[src/rtl/cond_eval_pkg.sv]
package cond_eval_pkg;

  typedef enum logic [1:0] {
    KIND_SUB  = 2'd0,
    KIND_AND  = 2'd1,
    KIND_XOR  = 2'd2,
    KIND_RSVD = 2'd3
  } cmp_kind_e;

  typedef enum logic [3:0] {
    CC_EQ = 4'd0,  CC_NE = 4'd1,  CC_HS = 4'd2,  CC_LO = 4'd3,
    CC_MI = 4'd4,  CC_PL = 4'd5,  CC_VS = 4'd6,  CC_VC = 4'd7,
    CC_HI = 4'd8,  CC_LS = 4'd9,  CC_GE = 4'd10, CC_LT = 4'd11,
    CC_GT = 4'd12, CC_LE = 4'd13, CC_AL = 4'd14, CC_NV = 4'd15
  } cond_e;

  typedef struct packed {
    logic go;
    logic err;
  } verdict_t;

endpackage

[src/rtl/cce_operand_store.sv]
module cce_operand_store
  import cond_eval_pkg::*;
#(
  parameter int DW = 32
) (
  input  logic          clk,
  input  logic          rst,
  input  logic          wr_en,
  input  cmp_kind_e     wr_kind,
  input  logic [DW-1:0] wr_a,
  input  logic [DW-1:0] wr_b,
  output cmp_kind_e     kind_q,
  output logic [DW-1:0] a_q,
  output logic [DW-1:0] b_q
);

  always_ff @(posedge clk) begin
    if (rst) begin
      kind_q <= KIND_SUB;
      a_q    <= '0;
      b_q    <= '0;
    end else if (wr_en) begin
      kind_q <= wr_kind;
      a_q    <= wr_a;
      b_q    <= wr_b;
    end
  end

  // contents move only on a write strobe
  p_hold_r11: assert property (@(posedge clk) disable iff (rst)
    !$past(wr_en) |-> ($stable(a_q) && $stable(b_q) && $stable(kind_q)));

endmodule

[src/rtl/cce_cond_decode.sv]
module cce_cond_decode
  import cond_eval_pkg::*;
#(
  parameter int DW = 32
) (
  input  cmp_kind_e     kind,
  input  logic [DW-1:0] a,
  input  logic [DW-1:0] b,
  input  logic [3:0]    cond,
  output verdict_t      verdict
);

  localparam int SB = DW - 1;

  logic          same;
  logic          u_less;
  logic          s_less;
  logic [DW-1:0] diff;
  logic [DW-1:0] bits;
  logic          bits_zero;

  always_comb begin
    same      = (a == b);
    u_less    = (a < b);
    s_less    = ($signed(a) < $signed(b));
    diff      = a - b;
    bits      = (kind == KIND_AND) ? (a & b) : (a ^ b);
    bits_zero = (bits == '0);
  end

  always_comb begin
    verdict.go  = 1'b0;
    verdict.err = 1'b0;
    if (cond == CC_AL) begin
      verdict.go = 1'b1;
    end else if (cond == CC_NV) begin
      verdict.go = 1'b0;
    end else begin
      unique case (kind)
        KIND_SUB: begin
          unique case (cond)
            CC_EQ:   verdict.go = same;
            CC_NE:   verdict.go = !same;
            CC_HS:   verdict.go = !u_less;
            CC_LO:   verdict.go = u_less;
            CC_MI:   verdict.go = diff[SB];
            CC_PL:   verdict.go = !diff[SB];
            CC_HI:   verdict.go = !u_less && !same;
            CC_LS:   verdict.go = u_less || same;
            CC_GE:   verdict.go = !s_less;
            CC_LT:   verdict.go = s_less;
            CC_GT:   verdict.go = !s_less && !same;
            CC_LE:   verdict.go = s_less || same;
            default: verdict.err = 1'b1;
          endcase
        end
        KIND_AND, KIND_XOR: begin
          unique case (cond)
            CC_EQ:   verdict.go = bits_zero;
            CC_NE:   verdict.go = !bits_zero;
            CC_MI:   verdict.go = bits[SB];
            CC_PL:   verdict.go = !bits[SB];
            default: verdict.err = 1'b1;
          endcase
        end
        default: verdict.err = 1'b1;
      endcase
    end
  end

endmodule

[src/rtl/cce_result_reg.sv]
module cce_result_reg
  import cond_eval_pkg::*;
(
  input  logic     clk,
  input  logic     rst,
  input  logic     req,
  input  verdict_t verdict,
  output logic     vld_q,
  output logic     exec_q,
  output logic     err_q
);

  always_ff @(posedge clk) begin
    if (rst) begin
      vld_q  <= 1'b0;
      exec_q <= 1'b0;
      err_q  <= 1'b0;
    end else begin
      vld_q  <= req;
      exec_q <= req && verdict.go && !verdict.err;
      err_q  <= req && verdict.err;
    end
  end

  // an error never comes with an execute
  p_err_blocks_exec_r10: assert property (@(posedge clk) disable iff (rst)
    err_q |-> !exec_q);

  // quiet outputs outside a response cycle
  p_idle_quiet_r12: assert property (@(posedge clk) disable iff (rst)
    !vld_q |-> (!exec_q && !err_q));

  // a request is answered on the next edge
  p_answer_r12: assert property (@(posedge clk) disable iff (rst)
    req |=> vld_q);

endmodule

[src/rtl/cmp_cond_eval.sv]
module cmp_cond_eval
  import cond_eval_pkg::*;
#(
  parameter int DW = 32,
  parameter int IW = 32,
  parameter int CW = 4
) (
  input  logic          clk,
  input  logic          rst,
  input  logic          upd_valid,
  input  logic [1:0]    upd_kind,
  input  logic [DW-1:0] upd_a,
  input  logic [DW-1:0] upd_b,
  input  logic          eval_valid,
  input  logic [IW-1:0] instr,
  output logic          res_valid,
  output logic          exec_en,
  output logic          cond_err
);

  localparam int CLO = IW - CW;

  cmp_kind_e     st_kind;
  logic [DW-1:0] st_a;
  logic [DW-1:0] st_b;
  logic [CW-1:0] cond_f;
  verdict_t      vd;
  logic          unused_body;

  assign cond_f      = instr[IW-1:CLO];
  assign unused_body = ^instr[CLO-1:0];

  cce_operand_store #(.DW(DW)) u_store (
    .clk     (clk),
    .rst     (rst),
    .wr_en   (upd_valid),
    .wr_kind (cmp_kind_e'(upd_kind)),
    .wr_a    (upd_a),
    .wr_b    (upd_b),
    .kind_q  (st_kind),
    .a_q     (st_a),
    .b_q     (st_b)
  );

  cce_cond_decode #(.DW(DW)) u_dec (
    .kind    (st_kind),
    .a       (st_a),
    .b       (st_b),
    .cond    (cond_f),
    .verdict (vd)
  );

  cce_result_reg u_out (
    .clk     (clk),
    .rst     (rst),
    .req     (eval_valid),
    .verdict (vd),
    .vld_q   (res_valid),
    .exec_q  (exec_en),
    .err_q   (cond_err)
  );

  // always-code executes without error
  p_always_r7: assert property (@(posedge clk) disable iff (rst)
    (eval_valid && instr[IW-1:CLO] == 4'hE) |=> (exec_en && !cond_err));

  // never-code does not execute and raises no error
  p_never_r7: assert property (@(posedge clk) disable iff (rst)
    (eval_valid && instr[IW-1:CLO] == 4'hF) |=> (!exec_en && !cond_err));

  // overflow codes are flagged for every kind
  p_ovf_err_r10: assert property (@(posedge clk) disable iff (rst)
    (eval_valid && instr[IW-1:CLO+1] == 3'b011) |=> cond_err);

endmodule

[config.mk]
export PLATFORM = sky130hd
export DESIGN_NAME = cmp_cond_eval
export DESIGN_NICKNAME = d
export VERILOG_FILES = /design/src/rtl/cond_eval_pkg.sv /design/src/rtl/cce_operand_store.sv /design/src/rtl/cce_cond_decode.sv /design/src/rtl/cce_result_reg.sv /design/src/rtl/cmp_cond_eval.sv
export SDC_FILE = /design/constraint.sdc
export NUM_CORES = 1
export LEC_CHECK = 0
export ABC_CLOCK_PERIOD_IN_PS = 2200
export BUFFER_PORTS_ARGS = -buffer_cell sky130_fd_sc_hd__buf_2
export CAP_MARGIN = 5
export CORE_MARGIN = 5
export CORE_UTILIZATION = 30
export DETAILED_ROUTE_END_ITERATION = 7
export GPL_ROUTABILITY_DRIVEN = 0
export PLACE_DENSITY = 0.59
export SYNTH_ARGS = -nofsm -noshare
export SYNTH_HDL_FRONTEND = slang
export SYNTH_SLANG_ARGS = --single-unit
[constraint.sdc]
create_clock -name clk -period 2.2 [get_ports clk]
set_input_delay 0.33 -clock clk [delete_from_list [all_inputs] [get_ports clk]]
set_output_delay 0.33 -clock clk [all_outputs]
set_load 0.03 [all_outputs]
==> flow_metrics.tcl <==
set metrics [dict create \
    cts_tree "built" \
    core_area_um2 13830 \
    hp-class "primary input to register" \
    synth-edff-count 0 \
    endpoint_kind "register" \
    rsz0062_at_grt "true" \
    hold_buffers 0 \
    hold_viol_final 0 \
    synth-seq-cells 69 \
    grt_pass1_wl_mm 17.64 \
    fin_nets 757 \
    worst_pin_slew_ns 0.6979 \
    antenna_found_initial 1 \
    tns_ns -0.2209 \
    synthCells 453 \
    critPathKind "register to register" \
    clk_path_buf_depth 2 \
    cts_sinks 69 \
    routed_via_density 4.641 \
    synth_top_area_share_pct 32.84 \
    cts_root_buffer "clkbuf_16" \
    area_growth_pct 40.69 \
    die_w_um 128.4 \
    fin_worst_skew_ns 0.005680 \
    final_common_cell "nor2_1" \
    die_area_um2 16490 \
    seq_area_frac_synth_pct 32.84 \
    syn_avg_cell_area_um2 9.286 \
    clkSlewWorstSetupHoldPaths_ns 0.06 \
    grt_max_degree 67 \
    vias 3578 \
    grt-ovfl-total 0 \
    synth_area_um2 4207 \
    drt_first_iter_violations 106 \
    numCtsBuffers 9 \
    drc 0 \
    start_util_pct 30.42 \
    maxCapViolCount 0 \
    vdd_drop_max_uv 304.5 \
    synth_top_cells_by_area "dfxtp_1, ha_1, mux2i_1" \
    finalCriticalPeriod_ns 2.421 \
    layout-drive-gt1-share_pct 39.42 \
    p_leak_uw 0.002857 \
    mostFrequentLayoutCells "nor2_1, buf_2, mux2i_1" \
    holdWs_ns 0.2156 \
    yosysUniqueCellTypes 50 \
    violations "setup timing" \
    setup_ws_ns -0.2209 \
    r2r_cells 10 \
    drv_slew 0 \
    grtUsageTotal_pct 13.28 \
    synth-main-ff-cell "dfxtp_1" \
    cp-start-kind "register" \
    drt-total-wl_mm 10.70 \
    setup_viol 1 \
    ios 105 \
    cts_max_level 3 \
    hpwl_mm 8.044 \
    wl_per_cell_um 13.88 \
    ys_async_sr_fraction_pct 0 \
    io_buffers 76 \
    antennaDiodeCount 0 \
    yosys_warnings 0 \
    grt_pass1_vias 3705 \
    rows 43 \
    hold_depth 2 \
    syn-num-nets 622 \
    fp.dieH_um 128.4 \
    synth_top_area_cell "dfxtp_1" \
    drtAntennaViolNets 0 \
    timing.fmax_ghz 0.4131 \
    fillers 1350 \
    clk_latency_ns 0.33 \
    max_slew_margin_pct 53.47 \
    first_pass_iters 4 \
    cp.required_ns 2.41 \
    status "complete, but fails checks" \
    p_per_area_nw_per_um2 616.4 \
    critPathMaxFanout 2 \
    fin_crit_sh_pct 110.0 \
    arrival_ns 2.63 \
]
[cell type report]
class	instances	area [um^2]	share of cell area [%]
well taps	180	225.2	3.805
multi-input cells	328	2962	50.04
clock buffers	12	246.5	4.165
clock inverters	2	35.03	0.5920
inverters	37	138.9	2.347
repair buffers	143	902.1	15.24
flip-flops and latches	69	1409	23.81
[Yosys cell counts (2+ instances only)]
cell,n
dfxtp_1,69
nand4_1,9
a211o_1,2
nand2_1,9
nand3_1,7
xnor2_1,4
buf_1,3
nor2_1,78
nand4b_1,2
and4b_1,2
nand3_2,3
xor2_1,2
inv_1,37
nor4b_1,3
nor2b_1,4
o221ai_1,2
o21ai_0,5
nor4_1,10
o211ai_1,4
a21o_1,3
a21oi_1,21
ha_1,67
mux2i_1,67
clkbuf_1,14
[flip-flops by register name, summed over array words and instances, names as in the netlist]
register,flops
u_store.a_q,32
u_out.err_q,1
u_store.kind_q,2
u_out.vld_q,1
u_store.b_q,32
u_out.exec_q,1
[power breakdown]
| part | internal (uW) | switching, uW |
|---|---|---|
| Clock | 894 | 511 |
| Combinational | 447 | 403 |
| Sequential | 1330 | 61.9 |
[routing by layer]
metal  global-route usage [%]  wire length, um  vias up
met5                        0               11        -
met4                    4.245              199        2
met3                    3.030              359       22
met2                    22.89             5112       58
met1                    16.41             5020     1659
li1                         -                -     1837
[final timing paths]
check | startpoint | end | slack (ns)
max | u_store.b_q[1]$_SDFFE_PP0P_ | u_out.exec_q$_SDFF_PP0_ | -0.22
min | rst | u_out.vld_q$_SDFF_PP0_ | 0.22
max reg2reg | u_store.b_q[1]$_SDFFE_PP0P_ | u_out.exec_q$_SDFF_PP0_ | -0.22
min reg2reg | u_store.b_q[29]$_SDFFE_PP0P_ | u_store.b_q[29]$_SDFFE_PP0P_ | 0.51
[cell families (layout without fill, tap and decap cells)]
| group | count (synthesis) | count (layout) | synth area share, % |
|---|---|---|---|
| adders and majority gates | 67 | 67 | 19.93 |
| and+or+nand+nor | 139 | 139 | 16.57 |
| xor gates and xnor gates | 6 | 6 | 1.249 |
| buffers and inverters | 56 | 194 | 5.413 |
| DFF | 69 | 69 | 32.84 |
| AOI/OAI and AO/OA | 49 | 49 | 8.061 |
| muxes | 67 | 67 | 15.94 |
[critical path: stages (launching register included)]
cell	delay, ns
dfxtp_2	0.33
inv_2	0.04
ha_4	0.20
nor2b_1	0.13
o211ai_1	0.15
a21oi_1	0.11
or3_4	0.41
a2111oi_4	0.44
mux2i_1	0.15
a311oi_2	0.24
o211ai_1	0.10
[repair_timing]
item	CTS	global route
endpoints found under the setup margin	1	1
resized for setup	56	19
setup buffers	4	2
pin swaps	20	8
cloned	0	0
[through the flow]
stage	area [um^2]	power, uW	setup slack (ns)	instances	util (%)
2_1_floorplan	4219	1853	-0.1126	453	-
3_3_place_gp	5216	2131	-0.2583	752	37.73
3_5_place_dp	5216	2146	-0.2893	752	37.73
4_1_cts	5822	3643	-0.1846	769	42.10
5_1_grt	5918	3838	-0.2856	771	42.80
6_report	5918	3648	-0.2209	771	42.80
Note: power is estimated with default switching activity, not from simulation.
